### config.mk
export PLATFORM = sky130hd
export DESIGN_NAME = pci_init_seq
export DESIGN_NICKNAME = d
export VERILOG_FILES = /design/src/rtl/pci_init_pkg.sv /design/src/rtl/pci_wr_buf.sv /design/src/rtl/pci_devsel_timer.sv /design/src/rtl/pci_init_seq.sv
export SDC_FILE = /design/constraint.sdc
export NUM_CORES = 1
export LEC_CHECK = 0
export ABC_AREA = 0
export CAP_MARGIN = 25
export CORE_MARGIN = 8
export CORE_UTILIZATION = 44
export CTS_BUF_LIST = sky130_fd_sc_hd__clkbuf_8
export DETAILED_ROUTE_END_ITERATION = 6
export GPL_ROUTABILITY_DRIVEN = 1
export GPL_TIMING_DRIVEN = 1
export PLACE_DENSITY = 0.64
export SYNTH_ARGS = -nofsm -noshare
export SYNTH_HDL_FRONTEND = slang
export SYNTH_SLANG_ARGS = --single-unit
### constraint.sdc
create_clock -name clk -period 3.4 [get_ports clk]
set_input_delay 0.68 -clock clk [delete_from_list [all_inputs] [get_ports clk]]
set_output_delay 0.68 -clock clk [all_outputs]
set_load 0.02 [all_outputs]
### src/rtl/pci_init_pkg.sv
package pci_init_pkg;
  typedef enum logic [2:0] {
    S_IDLE, S_FILL, S_REQ, S_ADDR, S_DATA, S_ABRT, S_TURN
  } seq_state_t;

  localparam logic [3:0] CMD_SPECIAL = 4'b0001;
endpackage

### src/rtl/pci_wr_buf.sv
module pci_wr_buf #(
  parameter int DATA_W = 32,
  parameter int DEPTH  = 8,
  parameter int IDX_W  = 3
) (
  input  logic              clk,
  input  logic              push,
  input  logic [IDX_W-1:0]  push_idx,
  input  logic [DATA_W-1:0] push_data,
  input  logic [IDX_W-1:0]  rd_idx,
  output logic [DATA_W-1:0] rd_data
);
  logic [DATA_W-1:0] slot [DEPTH];

  for (genvar i = 0; i < DEPTH; i++) begin : g_slot
    always_ff @(posedge clk)
      if (push && push_idx == IDX_W'(i)) slot[i] <= push_data;
  end

  assign rd_data = slot[rd_idx];
endmodule

### src/rtl/pci_devsel_timer.sv
module pci_devsel_timer #(
  parameter int LIMIT = 5
) (
  input  logic clk,
  input  logic rst_n,
  input  logic start,
  input  logic active,
  input  logic devsel_n,
  output logic expired
);
  localparam int CW = $clog2(LIMIT + 1);

  logic [CW-1:0] cnt;
  logic          seen;

  always_ff @(posedge clk or negedge rst_n) begin
    if (!rst_n) begin
      cnt  <= '0;
      seen <= 1'b0;
    end else if (start) begin
      cnt  <= '0;
      seen <= 1'b0;
    end else if (active) begin
      if (!devsel_n) seen <= 1'b1;
      else if (!seen) cnt <= cnt + 1'b1;
    end
  end

  assign expired = active && !seen && devsel_n && (cnt == CW'(LIMIT - 1));
endmodule

### src/rtl/pci_init_seq.sv
module pci_init_seq
  import pci_init_pkg::*;
#(
  parameter int DATA_W     = 32,
  parameter int MAX_BEATS  = 8,
  parameter int ABORT_CLKS = 5,
  parameter int LEN_W      = $clog2(MAX_BEATS + 1)
) (
  input  logic              clk,
  input  logic              rst_n,
  input  logic              req_valid,
  output logic              req_ready,
  input  logic [DATA_W-1:0] req_addr,
  input  logic [3:0]        req_cmd,
  input  logic [DATA_W/8-1:0] req_be,
  input  logic [LEN_W-1:0]  req_len,
  input  logic              wr_valid,
  output logic              wr_ready,
  input  logic [DATA_W-1:0] wr_data,
  output logic              rd_valid,
  output logic [DATA_W-1:0] rd_data,
  output logic              done_valid,
  output logic              done_err,
  output logic [LEN_W-1:0]  done_left,
  output logic              pci_req_n,
  input  logic              pci_gnt_n,
  output logic              pci_frame_n,
  output logic              pci_irdy_n,
  input  logic              pci_trdy_n,
  input  logic              pci_devsel_n,
  input  logic              pci_stop_n,
  output logic [DATA_W-1:0] pci_ad_out,
  output logic              pci_ad_oe,
  input  logic [DATA_W-1:0] pci_ad_in,
  output logic [DATA_W/8-1:0] pci_cbe_out,
  output logic              pci_cbe_oe
);
  localparam int IDX_W = (MAX_BEATS > 1) ? $clog2(MAX_BEATS) : 1;
  localparam int BE_W  = DATA_W / 8;

  seq_state_t          st;
  logic [DATA_W-1:0]   addr_q;
  logic [3:0]          cmd_q;
  logic [BE_W-1:0]     be_q;
  logic [LEN_W-1:0]    len_q, left_q, fill_q;
  logic [IDX_W-1:0]    idx_q;
  logic                err_q;
  logic [DATA_W-1:0]   buf_word;
  logic                is_wr, special, last, xfer, stop_hit, expired, push;

  assign is_wr    = cmd_q[0];
  assign special  = (cmd_q == CMD_SPECIAL);
  assign last     = (left_q == LEN_W'(1));
  assign xfer     = (st == S_DATA) && !pci_trdy_n;
  assign stop_hit = (st == S_DATA) && !pci_stop_n;
  assign push     = (st == S_FILL) && wr_valid;

  pci_wr_buf #(.DATA_W(DATA_W), .DEPTH(MAX_BEATS), .IDX_W(IDX_W)) u_buf (
    .clk      (clk),
    .push     (push),
    .push_idx (fill_q[IDX_W-1:0]),
    .push_data(wr_data),
    .rd_idx   (idx_q),
    .rd_data  (buf_word)
  );

  pci_devsel_timer #(.LIMIT(ABORT_CLKS)) u_timer (
    .clk     (clk),
    .rst_n   (rst_n),
    .start   (st == S_ADDR),
    .active  (st == S_DATA),
    .devsel_n(pci_devsel_n),
    .expired (expired)
  );

  always_ff @(posedge clk or negedge rst_n) begin
    if (!rst_n) begin
      st       <= S_IDLE;
      addr_q   <= '0;
      cmd_q    <= '0;
      be_q     <= '0;
      len_q    <= '0;
      left_q   <= '0;
      fill_q   <= '0;
      idx_q    <= '0;
      err_q    <= 1'b0;
      rd_valid <= 1'b0;
      rd_data  <= '0;
    end else begin
      rd_valid <= 1'b0;
      case (st)
        S_IDLE: if (req_valid) begin
          addr_q <= req_addr;
          cmd_q  <= req_cmd;
          be_q   <= req_be;
          len_q  <= req_len;
          left_q <= req_len;
          fill_q <= '0;
          idx_q  <= '0;
          err_q  <= 1'b0;
          st     <= req_cmd[0] ? S_FILL : S_REQ;
        end
        S_FILL: if (push) begin
          fill_q <= fill_q + 1'b1;
          if (fill_q == len_q - 1'b1) st <= S_REQ;
        end
        S_REQ:  if (!pci_gnt_n) st <= S_ADDR;
        S_ADDR: st <= S_DATA;
        S_DATA: begin
          if (xfer) begin
            left_q <= left_q - 1'b1;
            idx_q  <= idx_q + 1'b1;
            if (!is_wr) begin
              rd_valid <= 1'b1;
              rd_data  <= pci_ad_in;
            end
            if (last)          st <= S_TURN;
            else if (stop_hit) st <= S_ABRT;
          end else if (stop_hit) begin
            st <= last ? S_TURN : S_ABRT;
          end else if (expired) begin
            err_q <= !special;
            if (special) left_q <= '0;
            st <= last ? S_TURN : S_ABRT;
          end
        end
        S_ABRT: st <= S_TURN;
        default: st <= S_IDLE;
      endcase
    end
  end

  assign req_ready   = (st == S_IDLE);
  assign wr_ready    = (st == S_FILL);
  assign pci_req_n   = (st != S_REQ);
  assign pci_frame_n = !((st == S_ADDR) || ((st == S_DATA) && !last));
  assign pci_irdy_n  = !((st == S_DATA) || (st == S_ABRT));
  assign pci_ad_oe   = (st == S_ADDR) || (((st == S_DATA) || (st == S_ABRT)) && is_wr);
  assign pci_ad_out  = (st == S_ADDR) ? addr_q : buf_word;
  assign pci_cbe_oe  = (st == S_ADDR) || (st == S_DATA) || (st == S_ABRT);
  assign pci_cbe_out = (st == S_ADDR) ? cmd_q[BE_W-1:0] : be_q;
  assign done_valid  = (st == S_TURN);
  assign done_err    = err_q;
  assign done_left   = left_q;
endmodule

; After elaboration in Yosys (flattened, before gate mapping)
; Memory sizes are Yosys's and may differ from the RTL's.
; Cells that the tools add are included.
[classes]
add_sub_neg = 5
eq_ne = 33
muxes = 78
bitwise_logic = 1
n_reduce_logical = 50
[op_table]
columns = operator, count
row1 = 2-to-1 mux 32 bit, 8
row2 = OR reduction 32 bit, 7
row3 = 2-to-1 mux 3 bit, 22
row4 = 2-to-1 mux 1 bit, 33
row5 = 2-to-1 mux 4 bit, 8
row6 = equality test 3 bit (second input constant), 8
row7 = one-hot mux 3 bit (6 select lines), 1
row8 = logical AND 1 bit, 16
row9 = one-hot mux 4 bit (2 select lines), 2
row10 = equality test 3 x 2 -> 1 bit (second input constant), 4
row11 = inequality test 2 bit (second input constant), 6
row12 = AND reduction 3 bit, 4
row13 = AND reduction 5 bit, 2
row14 = inequality test 3 bit (second input constant), 3
row15 = equality test 4 x 1 -> 1 bit (second input constant), 2
row16 = inequality test 2 x 1 -> 1 bit (second input constant), 4
row17 = inequality test 4 bit (second input constant), 2
row18 = nonzero test 2 bit, 4
row19 = subtractor 4 x 1 -> 4 bit (second input constant), 2
row20 = logical NOT 1 bit, 7
row21 = adder 3 x 1 -> 3 bit (second input constant), 2
row22 = equality test 3 x 1 -> 1 bit (second input constant), 2
row23 = logical NOT 3 bit, 2
row24 = one-hot mux 3 bit (2 select lines), 1
row25 = other kinds (9), 15
[totals]
reg_bits = 96
mem_bits_rw = 256
input_bits = 116
out_inout_bits = 82
wordCells = 181
memories = 1
[memory_table]
columns = memory, depth, word_bits, rd, rd_ports_with_merged_regs, write_ports, line_no
row1 = u_buf.slot, 8, 32, 1, 0, 1, pci_wr_buf.sv:13  ; logic [DATA_W-1:0] slot [DEPTH];

; Longest topological paths before layout
; Gate-level depths: netlist of run 1.
[depth]
ltp_word = 13
mapped_depth = 6
depth_no_buf = 6

; By module
; Synthesis of run 1 repeated with hierarchy kept, for this count alone.
[unflattened]
cells_unflattened = 794
area_unflattened_um2 = 14550.2
[modules_own_cells]
columns = module, n_inst, cells_each, area_per_inst_um2, seq_area_each_um2
row1 = pci_wr_buf, 1, 383, 9825.7, 7687.4
row2 = pci_init_seq, 1, 388, 4481.8, 2302.2
row3 = pci_devsel_timer, 1, 23, 242.7, 100.1

; Worst setup path before layout of run 1
; OpenSTA, ideal clock, no wires.
[synth_path]
path_type = input to register
from = input port wr_valid
to = memory u_buf.slot[4][0], enable pin
setup_time_ps = 392
t_arrival_ps = 2104
path_slack_ps = 904
path_stages = 3
path_cell_list = nor4bb_1 clkbuf_1 and3_1
[synth_between]
elab_chain_len = 12
elab_cells_between_ends = 46
[synth_lines]
columns = item, line_no
row1 = from (decl), pci_init_seq.sv:17  ; input logic wr_valid,
row2 = logical AND 1 bit *, pci_init_seq.sv:56  ; assign push = (st == S_FILL) && wr_valid;
row3 = logical AND 1 bit, pci_wr_buf.sv:17  ; if (push && push_idx == IDX_W'(i)) slot[i] <= push_data;
row4 = 2-to-1 mux 1 bit, pci_wr_buf.sv:17
row5 = 2-to-1 mux 1 bit (not written as such), pci_wr_buf.sv:17
row6 = OR reduction 32 bit (no source line), n/a
row7 = 2-to-1 mux 3 bit (no source line) or 2-to-1 mux 1 bit (tied branches) (7 in series), n/a
row8 = to (decl), pci_wr_buf.sv:13
; Mark *: on every way between the ends. The rest lies on a longest branch, timed or not.

; Worst setup path in the final report of run 1
[layout_path]
from = register st[0]
to = output port wr_ready
[layout_between]
elab_chain_len = 1
[layout_lines]
columns = item, line_no
row1 = from (decl), pci_init_seq.sv:41  ; seq_state_t st;
row2 = from (signal assigned), pci_init_seq.sv:101  ; st <= req_cmd[0] ? S_FILL : S_REQ;
row3 = from (signal assigned), pci_init_seq.sv:120  ; st <= last ? S_TURN : S_ABRT;
row4 = from (signal assigned), pci_init_seq.sv:124  ; st <= last ? S_TURN : S_ABRT;
row5 = equality test 3 x 1 -> 1 bit, pci_init_seq.sv:134  ; assign wr_ready = (st == S_FILL);
row6 = to (decl), pci_init_seq.sv:18  ; output logic wr_ready,
; No other way between the ends.

==> results of run 1 <==
## synth_stat cells (8+ instances only)
master | number | area, um2
nor2_1 | 47 | 176
dfrtp_1 | 96 | 2400
a21oi_1 | 37 | 185
ha_1 | 12 | 150
mux2_4 | 29 | 435
nand2_1 | 31 | 116
mux4_2 | 64 | 1440
o21ai_0 | 19 | 95.1
edfxtp_1 | 256 | 7690
inv_1 | 11 | 41.3
mux2i_1 | 33 | 330
clkbuf_1 | 18 | 67.6
and3_1 | 8 | 50.1
mux2_2 | 44 | 495
buf_2 | 13 | 65.1
## worst reg2reg max path: stages, from the launching register on
cell and delay (ns):
dfrtp_1 0.37, buf_4 0.20, or4b_1 0.78, nor2_8 0.38, buf_12 0.24, mux2_4 0.33
## final cells by class
class / count / area, um2 / share of cell area (%)
flip-flops and latches: 352 / 10100 / 55.6
multi-input cells: 375 / 3910 / 21.5
repair buffers: 236 / 2430 / 13.4
clock buffers: 63 / 867 / 4.77
well taps: 408 / 510 / 2.81
clock inverters: 47 / 304 / 1.67
inverters: 11 / 41.3 / 0.227
diodes: 1 / 2.50 / 0.0138
## metal layers
layer	vias to the layer above	routed length, um	track usage, %
met5	-	13	0
met1	3932	15200	22.9
met4	2	449	4.15
li1	3560	-	-
met3	39	1990	4.37
met2	244	14900	26.7
## state kept, by name, summed over array words and instances (netlist names), 4 cells and up
name	count
fill_q	4
rd_data	32
cmd_q	4
len_q	4
u_buf.slot	256
be_q	4
done_left	4
addr_q	32
## cells by family after synthesis
family	Yosys count	share of synthesized area, %
compound gates	68	2.64
xor+xnor	10	0.615
fa+ha+maj	12	1.05
buf+inv	52	1.93
flops	352	70.8
mux	170	19.0
simple gates	115	3.94
## path summary, 6_finish.rpt
path	start	slack [ns]	cells past startpoint	to
hold / removal	rst_n	0.14	1	addr_q[1]$_DFFE_PN0P_
max in group asynchronous	rst_n	2.50	2	rd_data[4]$_DFFE_PN0P_
min in group clk	be_q[0]$_DFFE_PN0P_	0.51	1	be_q[0]$_DFFE_PN0P_
hold reg to reg	be_q[0]$_DFFE_PN0P_	0.51	1	be_q[0]$_DFFE_PN0P_
setup reg to reg	st[1]$_DFFE_PN0P_	0.99	5	rd_data[9]$_DFFE_PN0P_
setup / recovery	st[0]$_DFFE_PN0P_	0.16	3	wr_ready
## power by group through the flow
| stage | clock network [W] | registers (W) | logic [W] |
|---|---|---|---|
| 2_1_floorplan | 0 | 0.00590 | 0.00312 |
| 3_3_place_gp | 0 | 0.00575 | 0.00546 |
| 3_5_place_dp | 0 | 0.00578 | 0.00549 |
| 4_1_cts | 0.00378 | 0.00568 | 0.00547 |
| 5_1_grt | 0.00396 | 0.00576 | 0.00577 |
| 6_report | 0.00366 | 0.00568 | 0.00534 |
## per-stage QoR
| stage | power, W | hold slack [ns] |
|---|---|---|
| final | 0.0147 | 0.145 |
| after CTS | 0.0149 | 0.128 |
| after floorplan | 0.00902 | 0.384 |
| after global placement | 0.0112 | 0.489 |
| after detailed placement | 0.0113 | 0.492 |
| after global routing | 0.0155 | 0.156 |
## cell usage in the layout (no fill, tap or decap), types with 9 or more instances in the layout
master and n:
o21ai_0 19, a21oi_1 37, ha_1 12, mux2i_1 29
clkinv_2 9, nor2_1 47, dlymetal6s2s_1 10, mux2_2 44
dlygate4sd2_1 22, clkinv_1 10, inv_1 33, nand2_1 31
edfxtp_1 256, mux2_4 29, buf_4 27, buf_12 10
clkbuf_8 63, mux4_2 64, dfrtp_1 93, clkdlybuf4s50_1 164
## timing repair
action / CTS / global route
hold buffers: 0 / 0
setup endpoints to repair: 29 / 11
resized for setup: 28 / 13
buffers inserted: 1 / 0
gates cloned: 1 / 0
==> reports/metrics.cfg, run 1 <==
[floorplanning]
chipWidth_um=196
core-area_mm2=0.0322
start_util_pct=44.2
rows=66
die_h_um=196
io_pins=198
dieArea_mm2=0.0384

[logic_synthesis]
yosysWarnings=0
syn_area_per_cell_um2=18.3
ys.flop_type=edfxtp_1
synth_cell_types=45
synthesis.nets=907
syn-instance-count=779
synth_seq_cells=352
syn-cell-area_mm2=0.0142
synth-edff-count=256
synthArstFlopShare_pct=27.3
yosysSeqAreaShare_pct=70.8

[clock_tree]
clock_path_buffers=3
cts_sinks=352
cts_buffers=58
clock_latency_ns=0.60
cts_tree=done
root_buffer=clkbuf_8
cts_max_level=2
clk_pin_slew_ns=0.06

[drt]
viasPerCell=5.21
postRouteWirelength_mm=32.5
avgRoutedWirePerCell_um=21.8
ant_nets=0
drt_iter0_drc=388
dr.pass1.iters=4
post-route-drc-count=0
detailroute.via_count=7777

[global_route]
grt_pass1_vias=8314
grt_pass1_wl_mm=49.6
track_usage_pct=16.8
grt_antenna_before_repair=1
grt.overflow.total=0
grt_max_degree=48

[power]
p_sw_w=0.00465
ir_drop_v=0.000337
p_sw_share_pct=31.6
p_leak_nw=6.63
cellPowerDensity_mw_per_mm2=808
p_comb_share_pct=36.4
p_int_w=0.0100
p_clk_share_pct=24.9
power_frac_seq_pct=38.7

[setup_path]
critPathBufInv=2
critPathTopFamily=buffers and inverters
worstPathRequired_ns=2.72
critPathKind=register to output pin
cp_max_fo=12
cp-end-kind=output pin
cpPeakStageDelay_ns=0.71
cp.arrival_ns=2.56
crit_chain=inv_1, nor3_1, clkdlybuf4s50_1
start_kind=register
slowest_stage=clkdlybuf4s50_1

[sta]
min_period_ns=3.24
finalSetupViolCount=0
fmax_ghz=0.308
finalHoldViolations=0
tns_ns=0
relSlewSlack_pct=52.7
grt_setup_unrepaired=false
fin_crit_sh_pct=95.4
maxSlewViolCount=0
clock_skew_ns=0.0207
worst_slew_pin_slew_ns=0.709
setup_ws_ns=0.155

[finish]
fin_area_mm2=0.0182
final_util_pct=56.4
drive_above_1_share_pct=25.4
finalNetCount=1162
final_cells=1493
nFillCells=2512
syn_to_final_growth_pct=27.6

[placement]
dp_cells=1380
place.gp.congestion=0.759
portBuffers=197
place_hpwl_mm=20.4
post-place-ws_ns=0.333
placed_area_mm2=0.0169

[hold_path]
hold_class=input pin to asynchronous set/reset pin

[run]
maxCapViolations=0

[outcome]
status=finished, final reports clean

Note: power is estimated with default switching activity, not from simulation.
==> run 2: changes to the inputs <==
--- a/config.mk
+++ b/config.mk
@@ -16,4 +16,5 @@
 export PLACE_DENSITY = 0.64
 export SYNTH_ARGS = -nofsm -noshare
 export SYNTH_HDL_FRONTEND = slang
+export SYNTH_HIERARCHICAL = 1
 export SYNTH_SLANG_ARGS = --single-unit
==> reports/metrics.cfg, run 2 <==
[drt]
post-route-drc-count=0
detailroute.via_count=7902
dr.pass1.iters=5
postRouteWirelength_mm=33.1
ant_nets=0
avgRoutedWirePerCell_um=21.4
drt_iter0_drc=317
viasPerCell=5.12

[clock_tree]
clock_path_buffers=3
postCtsHoldBufs=0
root_buffer=clkbuf_8
clock_latency_ns=0.62
cts_max_level=2
cts_sinks=352
clk_pin_slew_ns=0.06
cts_tree=done
cts_buffers=59

[floorplanning]
dieArea_mm2=0.0391
io_pins=198
core-area_mm2=0.0325
start_util_pct=44.7
die_h_um=198
chipWidth_um=198
rows=66

[logic_synthesis]
synthesis.nets=917
synth_top_cell_by_area=edfxtp_1
synthArstFlopShare_pct=27.3
synth_seq_cells=352
synth_top_area_share_pct=52.8
synthMostInstantiatedCell=edfxtp_1
synth-edff-count=256
syn-cell-area_mm2=0.0146
synth_xor_xnor_area_share_pct=0.542
netlist_top_cells_count=256 x edfxtp_1, 110 x nand2_1, 96 x dfrtp_1
synthSimpleGateAreaFrac_pct=5.38
syn_area_per_cell_um2=18.3
yosys.area_share.adder_pct=0.602
synth_cell_types=52
yosysWarnings=6
synth_mux_area_share_pct=20.6
yosysSeqAreaShare_pct=69.3
synth_top_family_by_area=multiplexers
synth_area_leaders=edfxtp_1 53%, dfrtp_1 17%, mux4_1 7.2%, mux2_2 6.2%, mux4_2 3.7%
ys.flop_type=edfxtp_1
synth_compound_area_share_pct=1.24
syn-instance-count=794

[sta]
fmax_ghz=0.303
finalHoldViolations=0
worst_slew_pin_slew_ns=0.831
min_period_ns=3.30
clock_skew_ns=0.0296
timing.hold.ws_ns=0.0656
fin_crit_sh_pct=97.2
relSlewSlack_pct=44.6
finalSetupViolCount=0
maxSlewViolCount=0

[finish]
fin_area_mm2=0.0184
final_util_pct=56.5
top_register=u_buf/slot
largest_reg_flops=256
drive_above_1_share_pct=25.3
mostFrequentLayoutCell=edfxtp_1
top_regs=u_buf/slot (256), addr_q (32), rd_data (32)
n_antenna_cell=0
final_cell_mix=256 x edfxtp_1, 164 x clkdlybuf4s50_1, 110 x nand2_1
syn_to_final_growth_pct=26.2
final_cells=1544
finalNetCount=1175

[global_route]
grt_max_degree=53
grt.overflow.total=0
busiest_layer=met2
use_met3_pct=3.82
track_usage_pct=16.7
met2_usage_pct=26.3
grt_pass1_wl_mm=50.2
met1_usage_pct=23.2
grt_antenna_before_repair=1
grt_pass1_vias=8320

[setup_path]
cpPeakStageDelay_ns=0.56
worstPathRequired_ns=2.72
cp_max_fo=15
slowest_stage=mux4_1
crit_chain=buf_12, buf_16, mux4_1, mux2_2, nand2_1, nand2_1, dlygate4sd2_1
r2r_start=st[0]$_DFFE_PN0P_
cp-end-kind=output pin
ff2ff_setup_slack_ns=0.83
r2r_cells=8
start_kind=register
critPathKind=register to output pin
cp.arrival_ns=2.62
timing.rr.end=done_left[3]$_DFFE_PN0P_
crit_top_cell=nand2_1
crit_end=pci_ad_out[3]
crit_path_start=idx_q[0]$_DFFE_PN0P_

[placement]
portBuffers=197
placed_area_mm2=0.0172
place_hpwl_mm=20.6
place.gp.congestion=0.772
dp_cells=1427

[power]
p_total_w=0.0144
cellPowerDensity_mw_per_mm2=781
ir_drop_v=0.000443
p_leak_nw=6.84

[run]
maxCapViolations=0

[outcome]
status=finished, final reports clean

[hold_path]
hold_class=input pin to asynchronous set/reset pin

[run 2: cell types whose count changed after synthesis, sizes merged, moves of 3 or more]
cell and change:
a21oi -33, and3 -7, buf +9, clkbuf -11
ha -5, mux2 +38, mux2i -29, nand2 +79
nand2b +7, nand3 -3, nor2 -28, nor3 +4
o21ai -9
[run 2: final cells by class]
type                            instances  area, um2
Sequential cell                       352      10100
Inverter                               13       48.8
Timing Repair Buffer                  236       2370
Fill cell                            2577      14200
Clock inverter                         48        241
Multi-Input combinational cell        390       4190
Tap cell                              442        553
Clock buffer                           63        867
[run 2: worst min-delay path by stage]
stage / endpoint / slack [ns]
after CTS: be_q[1]$_DFFE_PN0P_ / 0.04
after detailed placement: rd_data[26]$_DFFE_PN0P_ / 0.49
after global placement: be_q[3]$_DFFE_PN0P_ / 0.49
final: rd_data[9]$_DFFE_PN0P_ / 0.07
after global routing: be_q[1]$_DFFE_PN0P_ / 0.07
after floorplan: addr_q[0]$_DFFE_PN0P_ / 0.38
[run 2: per-layer routing]
layer | vias to the layer above | part of all wire (%)
met1 | 3995 | 47
met4 | 2 | 1.8
met3 | 57 | 5.6
met2 | 235 | 46
met5 | - | 0.039
li1 | 3613 | -
[run 2: power by group]
group	internal [W]	switching [W]	total, W
registers	0.00530	0.000417	0.00571
logic	0.00265	0.00254	0.00519
clock network	0.00179	0.00166	0.00345
[run 2: logic make-up after synthesis]
group	Yosys count
flops	352
mux	179
simple gates	169
buf+inv	52
compound gates	26
xor+xnor	9
fa+ha+maj	7
[run 2: worst max-delay path: cells and delay by family (launching register included)]
kind / cells / cell delay [ns]
DFF: 1 / 0.45
muxes: 2 / 0.84
buffers and inverters: 3 / 0.62
and+or+nand+nor: 2 / 0.12
[run 2: what timing repair did]
action | CTS | global route
resized for setup | 33 | 30
setup buffers | 5 | 0
cloned | 0 | 1
hold endpoints to repair | 0 | 0
endpoints found under the setup margin | 32 | 20
[run 2: through the flow]
stage | setup WS, ns | setup TNS, ns
2_1_floorplan | 0.492 | 0
3_3_place_gp | 0.302 | 0
3_5_place_dp | 0.298 | 0
4_1_cts | 0.0126 | 0
5_1_grt | -0.00322 | -0.00735
6_report | 0.0951 | 0
==> run 3: changes to the inputs <==
--- a/config.mk
+++ b/config.mk
@@ -7,13 +7,16 @@
 export LEC_CHECK = 0
 export ABC_AREA = 0
 export CAP_MARGIN = 25
+export CELL_PAD_IN_SITES_DETAIL_PLACEMENT = 2
+export CELL_PAD_IN_SITES_GLOBAL_PLACEMENT = 2
 export CORE_MARGIN = 8
-export CORE_UTILIZATION = 44
+export CORE_UTILIZATION = 42
 export CTS_BUF_LIST = sky130_fd_sc_hd__clkbuf_8
 export DETAILED_ROUTE_END_ITERATION = 6
 export GPL_ROUTABILITY_DRIVEN = 1
 export GPL_TIMING_DRIVEN = 1
-export PLACE_DENSITY = 0.64
+export PLACE_DENSITY = 0.8
+export SKIP_LAST_GASP = 1
 export SYNTH_ARGS = -nofsm -noshare
 export SYNTH_HDL_FRONTEND = slang
 export SYNTH_HIERARCHICAL = 1
==> reports/metrics.cfg, run 3 (same netlist as run 2, synthesis figures left out) <==
[clock_tree]
postCtsHoldBufs=0
clk_pin_slew_ns=0.06
cts_max_level=2
cts_buffers=58
cts_tree=done
cts_sinks=352
clock_latency_ns=0.66
root_buffer=clkbuf_8
clock_path_buffers=3

[drt]
detailroute.via_count=8240
ant_nets=0
dr.pass1.iters=4
postRouteWirelength_mm=40.4
avgRoutedWirePerCell_um=25.9
viasPerCell=5.27
drt_iter0_drc=290
post-route-drc-count=0

[sta]
finalSetupViolCount=0
relSlewSlack_pct=44.6
grt_setup_unrepaired=true
fmax_ghz=0.295
min_period_ns=3.38
clock_skew_ns=0.0538
maxSlewViolCount=0
tns_ns=0
worst_slew_pin_slew_ns=0.831
finalHoldViolations=0
fin_crit_sh_pct=99.5

[global_route]
grt.overflow.total=0
track_usage_pct=19.7
grt_antenna_before_repair=0
grt_max_degree=55
grt_pass1_vias=9474
grt_pass1_wl_mm=61.1

[floorplanning]
start_util_pct=42.3
die_h_um=202
io_pins=198
core-area_mm2=0.0344
dieArea_mm2=0.0409
chipWidth_um=202
rows=68

[finish]
largest_reg_flops=256
top_regs=u_buf/slot (256), addr_q (32), rd_data (32)
final_cells=1563
n_antenna_cell=0
mostFrequentLayoutCell=edfxtp_1
top_register=u_buf/slot
final_cell_mix=256 x edfxtp_1, 164 x clkdlybuf4s50_1, 110 x nand2_1
syn_to_final_growth_pct=27.1
drive_above_1_share_pct=28.7
finalNetCount=1182

[power]
cellPowerDensity_mw_per_mm2=803
p_leak_nw=6.89
ir_drop_v=0.000465

[setup_path]
worstPathRequired_ns=2.72
crit_top_cell=buf_4
cp_max_fo=10
crit_path_start=idx_q[0]$_DFFE_PN0P_
r2r_start=st[0]$_DFFE_PN0P_
timing.rr.end=done_left[3]$_DFFE_PN0P_
r2r_cells=8
ff2ff_setup_slack_ns=0.81
start_kind=register
cp-end-kind=output pin
critPathKind=register to output pin
cpPeakStageDelay_ns=0.51
cp.arrival_ns=2.70
crit_chain=buf_4, buf_12, buf_4, buf_4, mux4_2, mux2_2, nand2_1, nand2_1, buf_2
slowest_stage=dfrtp_4

[placement]
place.gp.congestion=0.710
portBuffers=197
dp_cells=1436
place_hpwl_mm=26.4

[run]
maxCapViolations=0

[hold_path]
hold_class=input pin to asynchronous set/reset pin

[outcome]
status=finished, final reports clean

==> run 3: cell types whose count changed in the layout (fill, tap and decap cells not counted), sizes merged <==
cell and delta:
clkbuf +7, clkinv -5, inv -5, buf +24
dlygate4sd2 -7, clkdlybuf4s15 -8, bufinv -1, bufbuf +1
==> run 3: per-stage QoR <==
| stage | instance area, um2 | worst slack (ns) | power (W) | hold slack [ns] | utilization [%] |
|---|---|---|---|---|---|
| 6_report | 18500 | 0.0157 | 0.0149 | 0.138 | 53.8 |
| 5_1_grt | 18500 | -0.0790 | 0.0156 | 0.168 | 53.8 |
| 4_1_cts | 18500 | -0.171 | 0.0150 | 0.110 | 53.9 |
| 3_5_place_dp | 17300 | 0.259 | 0.0114 | 0.494 | 50.3 |
| 3_3_place_gp | 17300 | 0.320 | 0.0111 | 0.486 | 50.3 |
| 2_1_floorplan | 14600 | 0.492 | 0.00899 | 0.384 | - |
==> run 3: worst max-delay path: cells and delay by family, from the launching register on <==
kind,cells,cell delay (ns)
buffers and inverters,5,0.72
multiplexers,2,0.70
flip-flops,1,0.51
AND/OR/NAND/NOR,2,0.12
==> run 3: layer usage <==
metal  global-route usage, %  vias to the layer above  share of wire, %
li1                        -                     3619                 -
met1                    24.2                     4333                42
met2                    35.1                      232                52
met3                    3.51                       56               4.6
met4                    6.14                        0               1.9
met5                       0                        -                 0
==> run 3: area by class of cell <==
type	count	area, um2
fillers	3071	15900
flip-flops and latches	352	10100
multi-input cells	390	4180
repair buffers	244	2440
clock buffers	72	991
well taps	455	569
clock inverters	37	173
inverters	13	48.8
==> run 3: worst max-delay path by stage <==
stage | depth (start not counted) | slack (ns) | endpoint
global placement | 6 | 0.32 | pci_ad_out[17]
floorplan | 3 | 0.49 | u_buf/slot[1][0]$_DFFE_PP_
detailed placement | 6 | 0.26 | pci_ad_out[3]
global route | 9 | -0.08 | pci_ad_out[1]
finish | 9 | 0.02 | pci_ad_out[1]
CTS | 7 | -0.17 | pci_ad_out[18]
==> run 3: repair_timing <==
item | in CTS | in global routing
gates cloned | 1 | 0
setup buffers | 14 | 3
gates resized for setup | 70 | 56
endpoints found under the setup margin | 33 | 24
==> run 3: where the power goes <==
part / total (W) / switching, W / internal (W)
Combinational: 0.00548 / 0.00272 / 0.00276
Sequential: 0.00575 / 0.000457 / 0.00530
Clock: 0.00362 / 0.00171 / 0.00192
